`src/rtl/refcal_pkg.sv`:
```
package refcal_pkg;
  typedef enum logic [2:0] {
    ST_IDLE, ST_CONV_P, ST_CONV_R, ST_EVAL, ST_DONE, ST_HALT
  } cal_state_t;

  localparam int PAT_W     = 3;
  localparam int PAT_ACT   = 2;
  localparam int PAT_LEVEL = 1;
  localparam int PAT_ROUGH = 0;

  function automatic logic [PAT_W-1:0] pat_word(input logic level, input logic rough);
    logic [PAT_W-1:0] w;
    w            = '0;
    w[PAT_ACT]   = 1'b1;
    w[PAT_LEVEL] = level;
    w[PAT_ROUGH] = rough;
    return w;
  endfunction
endpackage

```
`src/rtl/refcal_trim.sv`:
```
module refcal_trim #(
  parameter int           W    = 8,
  parameter logic [W-1:0] INIT = '1
) (
  input  logic         clk,
  input  logic         rst,
  input  logic         dec,
  input  logic         inc,
  output logic [W-1:0] q,
  output logic         at_min,
  output logic         at_max
);
  localparam logic [W-1:0] MAXV = {W{1'b1}};

  always_ff @(posedge clk) begin
    if (rst)      q <= INIT;
    else if (dec) q <= q - 1'b1;
    else if (inc) q <= q + 1'b1;
  end

  assign at_min = (q == '0);
  assign at_max = (q == MAXV);

  // sequencer never asks for a step past either rail
  a_r7_no_underflow: assert property (@(posedge clk) disable iff (rst) dec |-> !at_min);
  a_r7_no_overflow:  assert property (@(posedge clk) disable iff (rst) inc |-> !at_max);
  // trim moves by exactly one per step, in one direction only
  a_r5_one_dir:      assert property (@(posedge clk) disable iff (rst) !(dec && inc));
  a_r5_unit_step:    assert property (@(posedge clk) disable iff (rst)
                       !$stable(q) |-> (q == $past(q) - 1'b1 || q == $past(q) + 1'b1));
endmodule

```
`src/rtl/refcal_fsm.sv`:
```
module refcal_fsm
  import refcal_pkg::*;
#(
  parameter int CODE_W = 14
) (
  input  logic              clk,
  input  logic              rst,
  input  logic              cal_start,
  input  logic              conv_done,
  input  logic [CODE_W-1:0] conv_code,
  input  logic [1:0]        at_min,
  input  logic [1:0]        at_max,
  output logic [1:0]        dec,
  output logic [1:0]        inc,
  output logic              conv_req,
  output logic [PAT_W-1:0]  pat_bus,
  output logic [1:0]        ref_done,
  output logic              normal_op,
  output logic              sat_err
);
  cal_state_t        state;
  logic              level;
  logic [CODE_W-1:0] code_p, code_r;
  logic              match, too_high, blocked;

  assign match    = (code_r == code_p);
  assign too_high = (code_r > code_p);
  assign blocked  = too_high ? at_min[level] : at_max[level];

  always_comb begin
    dec = '0;
    inc = '0;
    if (state == ST_EVAL && !match && !blocked) begin
      if (too_high) dec[level] = 1'b1;
      else          inc[level] = 1'b1;
    end
  end

  always_ff @(posedge clk) begin
    if (rst) begin
      state     <= ST_IDLE;
      level     <= 1'b0;
      conv_req  <= 1'b0;
      pat_bus   <= '0;
      code_p    <= '0;
      code_r    <= '0;
      ref_done  <= '0;
      normal_op <= 1'b0;
      sat_err   <= 1'b0;
    end else begin
      conv_req <= 1'b0;
      unique case (state)
        ST_IDLE: if (cal_start) begin
          pat_bus  <= pat_word(1'b0, 1'b0);
          conv_req <= 1'b1;
          state    <= ST_CONV_P;
        end
        ST_CONV_P: if (conv_done) begin
          code_p   <= conv_code;
          pat_bus  <= pat_word(level, 1'b1);
          conv_req <= 1'b1;
          state    <= ST_CONV_R;
        end
        ST_CONV_R: if (conv_done) begin
          code_r <= conv_code;
          state  <= ST_EVAL;
        end
        ST_EVAL: begin
          if (match) begin
            ref_done[level] <= 1'b1;
            if (level) begin
              normal_op <= 1'b1;
              pat_bus   <= '0;
              state     <= ST_DONE;
            end else begin
              level    <= 1'b1;
              pat_bus  <= pat_word(1'b1, 1'b0);
              conv_req <= 1'b1;
              state    <= ST_CONV_P;
            end
          end else if (blocked) begin
            sat_err <= 1'b1;
            pat_bus <= '0;
            state   <= ST_HALT;
          end else begin
            pat_bus  <= pat_word(level, 1'b0);
            conv_req <= 1'b1;
            state    <= ST_CONV_P;
          end
        end
        default: ;
      endcase
    end
  end

  // no request while waiting for the start command
  a_r2_idle_quiet: assert property (@(posedge clk) disable iff (rst)
                     (state == ST_IDLE) |-> !conv_req);
  // request is a one-cycle pulse made with an active pattern
  a_r3_req_pulse:  assert property (@(posedge clk) disable iff (rst) conv_req |=> !conv_req);
  a_r3_req_active: assert property (@(posedge clk) disable iff (rst) conv_req |-> pat_bus[PAT_ACT]);
  // a done flag never falls
  a_r4_done_a_sticky: assert property (@(posedge clk) disable iff (rst) ref_done[0] |=> ref_done[0]);
  // level B only after level A is done; normal flag needs both
  a_r6_order:      assert property (@(posedge clk) disable iff (rst)
                     (pat_bus[PAT_ACT] && pat_bus[PAT_LEVEL]) |-> ref_done[0]);
  a_r6_normal_both: assert property (@(posedge clk) disable iff (rst)
                     normal_op |-> (ref_done == 2'b11 && pat_bus == '0));
  // halted controller stays silent
  a_r7_halt_quiet: assert property (@(posedge clk) disable iff (rst)
                     sat_err |-> (!conv_req && pat_bus == '0 && !normal_op));
endmodule

```
`src/rtl/refcal_ctrl.sv`:
```
module refcal_ctrl
  import refcal_pkg::*;
#(
  parameter int                CODE_W    = 14,
  parameter int                TRIM_W    = 8,
  parameter logic [TRIM_W-1:0] TRIM_INIT = '1
) (
  input  logic              clk,
  input  logic              rst,
  input  logic              cal_start,
  input  logic              conv_done,
  input  logic [CODE_W-1:0] conv_code,
  output logic              conv_req,
  output logic [2:0]        pat_bus,
  output logic [TRIM_W-1:0] trim_a,
  output logic [TRIM_W-1:0] trim_b,
  output logic [1:0]        ref_done,
  output logic              normal_op,
  output logic              sat_err
);
  localparam int NLEV = 2;

  logic [NLEV-1:0]   dec, inc, at_min, at_max;
  logic [TRIM_W-1:0] trim_q [NLEV];

  refcal_fsm #(.CODE_W(CODE_W)) u_fsm (
    .clk       (clk),
    .rst       (rst),
    .cal_start (cal_start),
    .conv_done (conv_done),
    .conv_code (conv_code),
    .at_min    (at_min),
    .at_max    (at_max),
    .dec       (dec),
    .inc       (inc),
    .conv_req  (conv_req),
    .pat_bus   (pat_bus),
    .ref_done  (ref_done),
    .normal_op (normal_op),
    .sat_err   (sat_err)
  );

  for (genvar g = 0; g < NLEV; g++) begin : g_trim
    refcal_trim #(.W(TRIM_W), .INIT(TRIM_INIT)) u_trim (
      .clk    (clk),
      .rst    (rst),
      .dec    (dec[g]),
      .inc    (inc[g]),
      .q      (trim_q[g]),
      .at_min (at_min[g]),
      .at_max (at_max[g])
    );
  end

  assign trim_a = trim_q[0];
  assign trim_b = trim_q[1];

  // trims frozen once calibration has finished or halted
  a_r8_hold: assert property (@(posedge clk) disable iff (rst)
               (normal_op || sat_err) |=> ($stable(trim_a) && $stable(trim_b)));
  // only the level under calibration may move
  a_r5_b_idle_first: assert property (@(posedge clk) disable iff (rst)
               !ref_done[0] |=> $stable(trim_b));
endmodule

```
`config.mk`:
```
export PLATFORM = sky130hd
export DESIGN_NAME = refcal_ctrl
export DESIGN_NICKNAME = d
export VERILOG_FILES = /design/src/rtl/refcal_pkg.sv /design/src/rtl/refcal_trim.sv /design/src/rtl/refcal_fsm.sv /design/src/rtl/refcal_ctrl.sv
export SDC_FILE = /design/constraint.sdc
export NUM_CORES = 1
export LEC_CHECK = 0
export BUFFER_PORTS_ARGS = -buffer_cell sky130_fd_sc_hd__buf_2
export CORE_ASPECT_RATIO = 2
export CORE_MARGIN = 4
export CORE_UTILIZATION = 30
export CTS_CLUSTER_DIAMETER = 50
export DETAILED_ROUTE_END_ITERATION = 8
export GPL_ROUTABILITY_DRIVEN = 1
export PLACE_DENSITY = 0.55
export SYNTH_ARGS = -nofsm -noshare
export SYNTH_HDL_FRONTEND = slang
export SYNTH_SLANG_ARGS = --single-unit
```
`constraint.sdc`:
```
create_clock -name clk -period 5.5 [get_ports clk]
set_clock_uncertainty 0.2 [all_clocks]
set_input_delay 0 -clock clk [delete_from_list [all_inputs] [get_ports clk]]
set_output_delay 0 -clock clk [all_outputs]
set_load 0.02 [all_outputs]
```
After elaboration in Yosys (flattened, before gate mapping)
Cells that the tools add are included.

word-level totals
  flip-flop bits (word level) = 56
  bits in latches = 0
  memories kept = 0
  bits in writable memories = 0
  bits in read-only memories = 0
  word-level logic and storage cells = 82

operators by class
  bitwise logic cells = 2
  mux-type cells = 34
  multiply operators = 0
  reduce and logical (&&, ||, !) cells = 19
  add/subtract/negate cells = 4
  order comparisons = 3
  divide/modulo/power cells = 0
  equal/unequal tests = 9
  shift-type cells = 0

operators with widths
  kind                                                 number
  2-to-1 mux 3 bit                                     11
  2-to-1 mux 8 bit                                     4
  adder 8 x 1 -> 8 bit, second input constant          2
  equality test 8 bit, second input constant           2
  zero test 8 bit                                      2
  subtractor 8 x 1 -> 8 bit, second input constant     2
  equality test 14 bit                                 1
  greater-than comparator 14 bit                       1
  case mux 3 bit (4 select lines)                      1
  2-to-1 mux 1 bit                                     11
  case mux 3 bit (3 select lines)                      1
  AND reduction 3 bit                                  3
  2-to-1 mux 2 bit                                     4
  equality test 3 x 2 -> 1 bit, second input constant  2
  inequality test 2 bit, second input constant         3
  AND reduction 2 bit                                  3
  AND reduction 4 bit                                  1
  nonzero test 2 bit                                   2
  nonzero test 4 bit                                   1
  equality test 3 x 1 -> 1 bit, second input constant  1
  logical AND 1 bit                                    3
  zero test 3 bit                                      1
  case mux 1 bit (3 select lines)                      1
  nonzero test 3 bit                                   1
  other kinds (6)                                      7

Logic depth before layout (Yosys ltp)
Gate-level depths: netlist of run 1.

  word-level depth = 9
  gate-level depth with buffers = 18
  mapped depth without buffers = 17

Modules after synthesis
A second synthesis of run 1 with hierarchy kept.

second synthesis, totals
  cell total of the unflattened synthesis = 391
  area total of the unflattened synthesis = 3134.3 µm²

modules (own cells, without submodules)
  module                          instances  sequential area each (µm²)  cells an instance  area an instance (µm²)
  refcal_fsm                      1          800.8                       247                1918.1
  refcal_trim (g_trim[1].u_trim)  1          160.2                       75                 623.1
  refcal_trim (g_trim[0].u_trim)  1          160.2                       69                 593.1

Worst setup path after synthesis of run 1
No wires, ideal clock.

  kind = reg2reg
  start = register g_trim[0].u_trim.q[1]
  end = register g_trim[1].u_trim.q[7]
  required time = 5.176 ns
  path slack = 1.517 ns
  setup time = 0.124 ns
  path buffers = 1
  cell stages (with the launch flop) = 17
  arrival time = 3.659 ns
  path through = dfxtp_1 or4_4 or4_4 o31ai_1 a21o_1 a21oi_1 buf_2 nand2_1 inv_1 ha_1 a21o_1 a21oi_1 o21ai_1 o41ai_1 xnor2_1 and3_1 o21ai_1

between the ends
  longest elaborated chain between the ends = 8

ends and longest elaborated chain
  what                                                    RTL line                              text
  from (decl)                                             refcal_trim.sv:9                      output logic [W-1:0] q,
  from (signal assigned)                                  refcal_trim.sv:17                     else if (dec) q <= q - 1'b1;
  from (signal assigned)                                  refcal_trim.sv:18                     else if (inc) q <= q + 1'b1;
  equality test 8 bit or zero test 8 bit (tied branches)  refcal_trim.sv:22, refcal_trim.sv:21
  2-to-1 mux 1 bit (implied by the code) (2 in a row)     refcal_fsm.sv:28                      assign blocked = too_high ? at_min[level] : at_max[level];
  2-to-1 mux 1 bit (*)                                    refcal_fsm.sv:28
  zero test 1 bit (*)                                     refcal_fsm.sv:33                      if (state == ST_EVAL && !match && !blocked) begin
  logical AND 1 bit (*)                                   refcal_fsm.sv:33
  2-to-1 mux 2 bit                                        refcal_fsm.sv:33
  2-to-1 mux 8 bit or nonzero test 2 bit (tied branches)  --
  to (signal assigned)                                    refcal_trim.sv:17
  to (signal assigned)                                    refcal_trim.sv:18
  to (decl)                                               refcal_trim.sv:9

Mark *: on every way between the ends. The rest lies on a longest branch, timed or not. The select of a mux whose other input is x is not followed.
A chain may end at the register's enable or synchronous reset.

Final worst setup path of run 1
  start = register u_fsm.code_p[4]
  end = register g_trim[1].u_trim.q[7]

between the ends
  longest elaborated chain between the ends = 6

ends and longest elaborated chain
  what                                                                    RTL line                            text
  from (decl)                                                             refcal_fsm.sv:23                    logic [CODE_W-1:0] code_p, code_r;
  from (signal assigned)                                                  refcal_fsm.sv:59                    code_p <= conv_code;
  greater-than comparator 14 bit or equality test 14 bit (tied branches)  refcal_fsm.sv:27, refcal_fsm.sv:26
  2-to-1 mux 1 bit or zero test 1 bit (tied branches)                     refcal_fsm.sv:28, refcal_fsm.sv:33
  zero test 1 bit or logical AND 1 bit (tied branches)                    refcal_fsm.sv:33
  logical AND 1 bit                                                       refcal_fsm.sv:33
  2-to-1 mux 2 bit                                                        refcal_fsm.sv:33
  2-to-1 mux 8 bit or nonzero test 2 bit (tied branches)                  --

Several ways; a longest one is shown, not always the timed one.

==> results of run 1 <==
## synthesized netlist by cell type (2+ instances only)
cell and n:
and3_1 3, clkbuf_1 13, mux2i_1 9, or4_4 2, nor3_1 5, or3_1 6
nor4_1 3, buf_2 2, xor2_1 2, inv_1 24, nor2b_1 4, a21o_1 4
dfxtp_1 56, nand3_1 14, xnor2_1 6, nand2_1 84, a21oi_1 48, o21ai_0 8
a21boi_1 2, o21ai_1 6, nand2b_1 3, a21oi_2 2, ha_1 21, o31ai_1 2
nand4_1 4, nor2_1 24
## cell families after synthesis
family	after synthesis	share of synthesized area, %
flops	56	37.9
compound gates	84	17.2
xor+xnor	8	2.37
simple gates	157	23.9
fa+ha+maj	22	9.56
mux	11	3.94
buf+inv	40	5.16
## what timing repair did
item | CTS | global route
hold buffers | 15 | 0
hold endpoints to repair | 29 | 0
buffers inserted | 0 | 0
## stage by stage
| stage | hold slack, ps | instance area, sq um | cells |
|---|---|---|---|
| after CTS | 3.92 | 3570 | 559 |
| after floorplan | -64.0 | 2960 | 378 |
| after global placement | 56.8 | 3270 | 536 |
| after detailed placement | 58.4 | 3270 | 536 |
| final | 10.6 | 3570 | 559 |
| after global routing | 61.0 | 3570 | 559 |
## sequential cells by signal, indices dropped and copies added, names as in the netlist
signal	flops
u_fsm.code_r	14
u_fsm.state	3
u_fsm.ref_done	2
u_fsm.normal_op	1
u_fsm.code_p	14
u_fsm.level	1
u_fsm.conv_req	1
u_fsm.sat_err	1
g_trim.u_trim.q	16
u_fsm.pat_bus	3
## worst paths after layout
check / from / endpoint / slack, ps / cells past startpoint
setup / recovery: u_fsm.code_p[4] / g_trim[1].u_trim.q[7] / 890 / 17
hold / removal: conv_done / u_fsm.state[0] / 10 / 4
setup reg to reg: u_fsm.code_p[4] / g_trim[1].u_trim.q[7] / 890 / 17
hold reg to reg: u_fsm.code_p[13] / u_fsm.code_p[13] / 260 / 2
## worst max-delay path, cell delays in order, from the launching register on
cell,delay [ps]
dfxtp_1,330
inv_1,40
ha_1,310
nand4_1,200
a21oi_1,280
o31ai_4,110
a21o_1,230
a21oi_1,820
nand2_1,200
inv_1,240
ha_1,260
a21o_1,170
a21oi_1,210
o21ai_1,120
o41ai_1,320
xnor2_1,190
and3_1,180
o21ai_1,60
## power breakdown
part / internal, mW / leakage [nW] / switching, mW / total (mW)
combinational: 0.0516 / 0.873 / 0.0861 / 0.138
sequential: 0.417 / 0.454 / 0.00923 / 0.426
clock: 0.182 / 0.0691 / 0.149 / 0.331
total: 0.650 / 1.40 / 0.245 / 0.894
## metal layers
metal  routed length (um)  part of all wire [%]  track usage, %
met5                    0                     0               0
met4                  138                   1.8            5.34
met3                  196                   2.6            2.18
met2                 4270                    57            27.9
met1                 2930                    39            14.5
## layout make-up
type | count | area, sq um | share of cell area (%)
clock buffer | 6 | 139 | 3.89
clock inverter | 2 | 15.0 | 0.420
inverter | 25 | 93.8 | 2.63
multi-input combinational | 282 | 1680 | 47.1
sequential | 56 | 1120 | 31.4
tap | 132 | 165 | 4.62
timing repair buffer | 56 | 355 | 9.95
==> reports/metrics.csv, run 1 <==
metric,value,unit
drive_above_1_share,13.6,%
fin_ws,890,ps
grt_use_total,14.1,%
cts-root-buf,clkbuf_16,
grt_max_degree,42,
finalWirelength,7540,um
cts_buffer_depth,2,
end_kind,flip-flop,
relSlewSlack,31.2,%
coreArea,9700,sq um
synth_edf_count,0,
grt_overflow,0,
io_pins,42,
tightest_slew,1030,ps
drt_iter0_drc,114,
die-area,11600,sq um
worstHoldPathType,input port to flip-flop,
min_period,4610,ps
cts_tree,built,
fp.dieW,78.2,um
fin_nets,466,
ys_ff_latch,56,
ys_warn_count,0,
synth_seq_area_share,37.9,%
leakage,1.40,nW
outcome,"finished, final reports clean",
fp-row-count,51,
antenna_found_initial,0,
drv_slew,0,
htreeDepth,2,
cp_max_fo,12,
vias,2692,
async_flop_share,0,%
rsz0062_at_grt,no,
synthFlopType,dfxtp_1,
dp_hpwl,5660,um
area_growth,20.8,%
ctsResizeCount,0,
critical_path_class,flip-flop to flip-flop,
final_util,36.8,%
cp.required,5460,ps
synth_cells,378,
avgSynthCellArea,7.82,sq um
ir_drop,0.121,mV
gp_congestion,0.831,
mostFrequentLayoutCell,nand2_1,
syn_nets,418,
fin_crit_sh,83.8,%
ys_types,47,
arrival,4570,ps
die_h,148,um
grt_pass1_wl,13100,um
start_util,30.5,%
drt-wirelength-per-cell,13.5,um
ant_nets,0,
yosysTopAreaCellShare,37.9,%
antennaDiodeCount,0,
clk_pin_slew,70,ps
synth_area,2960,sq um
cap_violations,0,
startpoint_type,flip-flop,
nFillCells,1051,
numCtsBuffers,5,
drtPass1Iterations,4,
portBuffers,41,
power_density,250,nW/um^2
power.total,0.894,mW
drcViolationCount,0,
timing.setup.tns,0,ps
final_cell_mix,"84 x nand2_1, 56 x dfxtp_1, 48 x a21oi_1",
cts_num_sinks,56,
max_freq,0.217,GHz
pre_cts_slack,908,ps
clk_latency,300,ps
yosys.area.top_type,dfxtp_1,
hold_violations,0,
synth_area_leaders,"dfxtp_1 38%, nand2_1 11%, ha_1 8.9%, a21oi_1 8.1%, mux2i_1 3.0%",
grt_pass1_vias,2801,
routed_via_density,4.82,
setup_violations,0,
(Power assumes the default switching activity.)
==> inputs of run 2 (changes only) <==
- ABC_AREA: not set -> 1
- clock period: 5.5 -> 4.4 ns (I/O delays scaled with it)
==> run 2 against run 1 <==
Compared with the run above: fmax is 15% higher; synthesized cell count grew 17%; wire length rose by 15%; sequential power grew 52%; cell count is 15% higher; clock power increased by 24%; register-to-register slack got worse by 510 ps; combinational power rose to 6.6 times the previous value; flip-flop and latch count unchanged; largest cell class unchanged.
==> reports/metrics.csv, run 2 <==
metric,value,unit,change
outcome,"finished, final reports clean",,
synth_area_leaders,"dfxtp_1 36%, nand2_1 10%, a21oi_1 8.9%, ha_1 8.3%, inv_1 6.3%",,
yosys.area.top_type,dfxtp_1,,
mostFrequentLayoutCell,nand2_1,,
grt_pass1_vias,3152,,+13%
largest_register,g_trim.u_trim.q,,
largest_register_ffs,16,,unchanged
ys_types,36,,-23%
cp_max_fo,6,,-6
nFillCells,1109,,+5.5%
io_pins,42,,unchanged
grt_use_total,14.6,%,+0.45 points
finalWirelength,8640,um,+15%
die_h,153,um,+3.2%
ir_drop,0.218,mV,+81%
die-area,12300,sq um,+6.2%
routed_via_density,4.86,,+1.0%
drt-wirelength-per-cell,13.5,um,-0.25%
vias,3123,,+16%
drcViolationCount,0,,unchanged
relSlewSlack,37.2,%,+6.0 points
min_period,4020,ps,-591 ps
drive_above_1_share,17.0,%,+3.4 points
worstHoldPathType,input port to flip-flop,,
cts_setup_buffers,0,,unchanged
cts-root-buf,clkbuf_16,,
cp.required,4360,ps,-1100 ps
synth_seq_area_share,35.5,%,-2.4 points
antenna_found_initial,0,,unchanged
crit_path_frequent_cell,nand2_1,,
gp_congestion,0.799,,-3.8%
synth_cells,444,,+17%
grt_overflow,0,,unchanged
async_flop_share,0,%,unchanged
start_util,30.9,%,+0.42 points
drtPass1Iterations,6,,+2
setup_violations,0,,unchanged
clk_pin_slew,80,ps,about the same
synthFlopType,dfxtp_1,,
syn_nets,484,,+16%
max_freq,0.249,GHz,+15%
fin_crit_sh,91.3,%,+7.5 points
fp.dieW,80.5,um,+3.0%
dp_hpwl,6240,um,+10%
grt_max_degree,35,,-17%
area_growth,23.5,%,
cap_violations,0,,unchanged
yosysMostFrequentCell,nand2_1,,
tightest_slew,939,ps,-92.4 ps
clk_latency,300,ps,about the same
numCtsBuffers,5,,unchanged
ys_ff_latch,56,,unchanged
final_cell_mix,"88 x nand2_1, 56 x dfxtp_1, 55 x a21oi_1",,
htreeDepth,2,,unchanged
fin_ws,381,ps,-509 ps
portBuffers,41,,unchanged
critical_path_class,flip-flop to flip-flop,,
leakage,1.72,nW,+23%
ant_nets,0,,unchanged
end_kind,flip-flop,,
cts_buffer_depth,2,,unchanged
worst_path_max_delay_cell,dfxtp_1,,
power_density,505,nW/um^2,+100%
rsz0062_at_grt,no,,
reg.largest.list,"g_trim.u_trim.q: 16 flops, u_fsm.code_p: 14 flops, u_fsm.code_r: 14 flops",,
fp-row-count,52,,+2.0%
cp_top_family,simple AND/OR/NAND/NOR gates,,
cts_num_sinks,56,,unchanged
ys_warn_count,0,,unchanged
pre_cts_slack,357,ps,-550 ps
critical_path.max_stage_delay,310,ps,-510 ps
holdWs,49.2,ps,+38.6 ps
startpoint_type,flip-flop,,
fin_nets,546,,+17%
hold_violations,0,,unchanged
antennaDiodeCount,0,,unchanged
crit_buf_inv,4,,+2
avgSynthCellArea,7.11,sq um,-9.1%
grt_pass1_wl,14200,um,+8.0%
timing.setup.tns,0,ps,unchanged
yosysTopAreaCellShare,35.5,%,-2.4 points
synth_area,3160,sq um,+6.8%
synth_edf_count,0,,unchanged
drt_iter0_drc,120,,+5.3%
cts_tree,built,,
coreArea,10200,sq um,+5.3%
yosys-top-cells-count,"88 x nand2_1, 56 x a21oi_1, 56 x dfxtp_1",,
drv_slew,0,,unchanged
arrival,3980,ps,-590 ps
==> run 2: changes by cell type after synthesis, sizes merged, moves of 5 or more <==
cell   delta
nand2    +14
mux2i     -9
inv      +37
xnor2     -5
o21ai    +22
nor2      +9
or3       -6
a21oi     +7
nand3    +20
==> run 2: area by class of cell <==
| class | instances | area (sq um) | share of cell area (%) |
|---|---|---|---|
| Multi-Input combinational cell | 310 | 1730 | 44.3 |
| Sequential cell | 56 | 1120 | 28.8 |
| Timing Repair Buffer | 71 | 503 | 12.9 |
| Inverter | 62 | 233 | 5.97 |
| Tap cell | 135 | 169 | 4.33 |
| Clock buffer | 6 | 129 | 3.31 |
| Clock inverter | 2 | 16.3 | 0.417 |
==> run 2: worst paths after layout <==
| kind | startpoint | endpoint | slack (ps) | cells past startpoint |
|---|---|---|---|---|
| hold reg to reg | u_fsm.normal_op | u_fsm.normal_op | 250 | 2 |
| setup reg to reg | u_fsm.code_p[13] | g_trim[1].u_trim.q[7] | 380 | 26 |
| setup / recovery | u_fsm.code_p[13] | g_trim[1].u_trim.q[7] | 380 | 26 |
| hold / removal | rst | u_fsm.level | 50 | 2 |
==> run 2: timing repair <==
| item | 4_1_cts | 5_1_grt |
|---|---|---|
| setup endpoints to repair | 0 | 1 |
| hold endpoints to repair | 29 | 0 |
| hold buffers | 29 | 0 |
| resized for setup | 0 | 2 |
==> run 2: where the power goes <==
part	internal [mW]	switching, mW
clock	0.213	0.195
sequential	0.590	0.0580
combinational	0.321	0.592
total	1.12	0.846
==> run 2: logic make-up (layout without fill, tap and decap cells) <==
| kind of cell | after synthesis | count (layout) | share of synthesized area [%] |
|---|---|---|---|
| and+or+nand+nor | 182 | 182 | 27.0 |
| DFF | 56 | 56 | 35.5 |
| xor gates and xnor gates | 7 | 7 | 2.18 |
| AOI/OAI and AO/OA | 99 | 99 | 16.4 |
| buffers and inverters | 78 | 141 | 9.87 |
| adders and majority gates | 22 | 22 | 8.96 |
==> run 2: per-stage QoR <==
step | std cells | utilization, % | power [mW] | cell area [sq um]
floorplan | 444 | - | 1.34 | 3160
global placement | 605 | 33.9 | 1.53 | 3460
detailed placement | 605 | 33.9 | 1.55 | 3460
CTS | 642 | 38.1 | 1.99 | 3890
global route | 642 | 38.2 | 2.14 | 3900
finish | 642 | 38.2 | 1.97 | 3900
==> run 2: routing by layer <==
| metal | global-route usage (%) | part of all wire (%) | vias up |
|---|---|---|---|
| met5 | 0 | 0 | - |
| met4 | 6.85 | 2.8 | 0 |
| met3 | 2.06 | 2.6 | 17 |
| met2 | 29.3 | 57 | 56 |
| met1 | 13.6 | 38 | 1471 |
| li1 | - | - | 1579 |
==> inputs of run 3 (changes only) <==
- BUFFER_PORTS_ARGS: -buffer_cell sky130_fd_sc_hd__buf_2 -> -buffer_cell sky130_fd_sc_hd__clkbuf_2
==> run 3 against run 2 <==
Compared with the run above: sequential power hardly changed; hold slack got worse by 44 ps; global-route usage decreased by 0.16 points; sequential share of layout area is 0.58 points higher; cell count decreased by 1.6%; combinational power decreased by 1%; critical path depth unchanged; utilization fell by 0.76 points.
==> reports/metrics.csv, run 3 (synthesized netlist as in run 2, its figures left out) <==
metric,value,unit,change
cts_tree,built,,
reg.largest.list,"g_trim.u_trim.q: 16 flops, u_fsm.code_p: 14 flops, u_fsm.code_r: 14 flops",,
routed_via_density,4.75,,-2.4%
largest_register,g_trim.u_trim.q,,
coreArea,10200,sq um,unchanged
grt_max_degree,35,,unchanged
drcViolationCount,0,,unchanged
critical_path_class,flip-flop to flip-flop,,
ant_nets,0,,unchanged
drtPass1Iterations,4,,-2
hold_violations,0,,unchanged
grt_overflow,0,,unchanged
clk_latency,300,ps,about the same
gp_congestion,0.800,,+0.10%
grt_use_total,14.4,%,-0.16 points
antennaDiodeCount,0,,unchanged
grt_pass1_wl,14000,um,-1.6%
placed_cells,606,,+0.17%
grt_pass1_vias,3053,,-3.1%
drv_slew,0,,unchanged
timing.setup.tns,0,ps,unchanged
r2r_cells,26,,unchanged
largest_register_ffs,16,,unchanged
arrival,3950,ps,-30 ps
r2r_end,g_trim[1].u_trim.q[7],,
drt_iter0_drc,160,,+33%
setup_violations,0,,unchanged
end_kind,flip-flop,,
area_growth,21.0,%,
fp.dieW,80.5,um,unchanged
final_cell_mix,"88 x nand2_1, 56 x dfxtp_1, 55 x a21oi_1",,
leakage,1.76,nW,+2.2%
numCtsBuffers,5,,unchanged
cts_num_sinks,56,,unchanged
start_util,30.9,%,unchanged
die-area,12300,sq um,unchanged
mostFrequentLayoutCell,nand2_1,,
outcome,"finished, final reports clean",,
dp_hpwl,6160,um,-1.3%
cts_buffer_depth,2,,unchanged
ir_drop,0.209,mV,-4.2%
antenna_found_initial,0,,unchanged
relSlewSlack,38.9,%,+1.7 points
vias,3002,,-3.9%
worstHoldPathType,input port to flip-flop,,
max_freq,0.250,GHz,+0.47%
tightest_slew,914,ps,-25.4 ps
drt-wirelength-per-cell,13.2,um,-1.8%
fin_crit_sh,90.9,%,-0.43 points
min_period,4000,ps,-18.9 ps
holdWs,5.20,ps,-44.0 ps
endpoint,g_trim[1].u_trim.q[7],,
cp_max_fo,6,,unchanged
fp-row-count,52,,unchanged
clk_pin_slew,80,ps,about the same
portBuffers,41,,unchanged
layout.cells.non_filler,632,,-1.6%
power_density,530,nW/um^2,+4.9%
crit_start,u_fsm.code_p[5],,
cp.required,4350,ps,about the same
rsz0062_at_grt,no,,
drive_above_1_share,18.3,%,+1.3 points
fin_nets,536,,-1.8%
reg2reg_from,u_fsm.code_p[5],,
cap_violations,0,,unchanged
finalWirelength,8350,um,-3.3%
htreeDepth,2,,unchanged
r2r_slack,400,ps,+20 ps
startpoint_type,flip-flop,,
cts-root-buf,clkbuf_16,,
io_pins,42,,unchanged
die_h,153,um,unchanged
==> run 3: changes by cell type in the layout (fill, tap and decap cells not counted), sizes merged <==
cell	previous run	this run
bufinv	0	1
clkinvlp	1	0
dlygate4sd3	29	15
buf	42	5
clkbuf	6	47
==> run 3: power breakdown <==
group	switching [mW]	internal [mW]	leakage, nW	total (mW)
clock network	0.191	0.286	0.0871	0.477
logic	0.586	0.315	1.21	0.902
registers	0.0572	0.590	0.455	0.647
==> run 3: worst min-delay path by stage <==
stage	start	endpoint	depth (start not counted)
6_report	rst	u_fsm.pat_bus[1]	3
5_1_grt	rst	u_fsm.pat_bus[1]	3
4_1_cts	rst	u_fsm.level	3
3_5_place_dp	conv_code[12]	u_fsm.code_r[12]	3
3_3_place_gp	conv_code[1]	u_fsm.code_r[1]	3
2_1_floorplan	conv_code[0]	u_fsm.code_p[0]	2
==> run 3: what timing repair did <==
item                                    CTS  global route
buffers inserted                          0             3
hold buffers                             15             0
resized for setup                         0             2
endpoints found under the hold margin    29             0
endpoints found under the setup margin    0             1
==> run 3: area by class of cell <==
class                   count  area [sq um]
clock inverters             2          38.8
clock buffers               6           139
repair buffers             61           393
well taps                 135           169
multi-input cells         310          1730
flip-flops and latches     56          1120
fillers                  1121          6390
inverters                  62           233
==> run 3: critical path: stages, from the launching register on <==
cell and delay, ps:
dfxtp_1 310, inv_1 50, ha_1 290, nand2_1 60, nor2_1 110, nand3_1 130
nor3_4 290, inv_2 90, nand2_2 100, nand2_1 80, nand2_2 80, nand2_2 100
nor2_4 170, nand2_1 110, inv_2 130, ha_1 290, a21oi_1 220, nand2_1 70
nand2_1 80, nand2_1 60, a21oi_2 140, nor2_1 60, o21ai_0 150, nand2_1 80
xor2_1 150, o21ai_0 160, nand3_1 90
==> run 3: layer usage <==
layer | vias up | global-route usage (%) | wire, um
met5 | - | 0 | 0
met4 | 0 | 6.53 | 170
met3 | 8 | 1.94 | 230
met2 | 52 | 28.3 | 4750
met1 | 1383 | 14.2 | 3200
li1 | 1559 | - | -
==> run 3: stage by stage <==
step	setup slack (ps)	area, sq um	total power, mW	util (%)
final	400	3820	2.03	37.4
after global routing	26.1	3820	2.19	37.4
after CTS	340	3790	2.04	37.2
after detailed placement	359	3470	1.54	33.9
after global placement	457	3470	1.53	33.9
after floorplan	815	3160	1.34	-
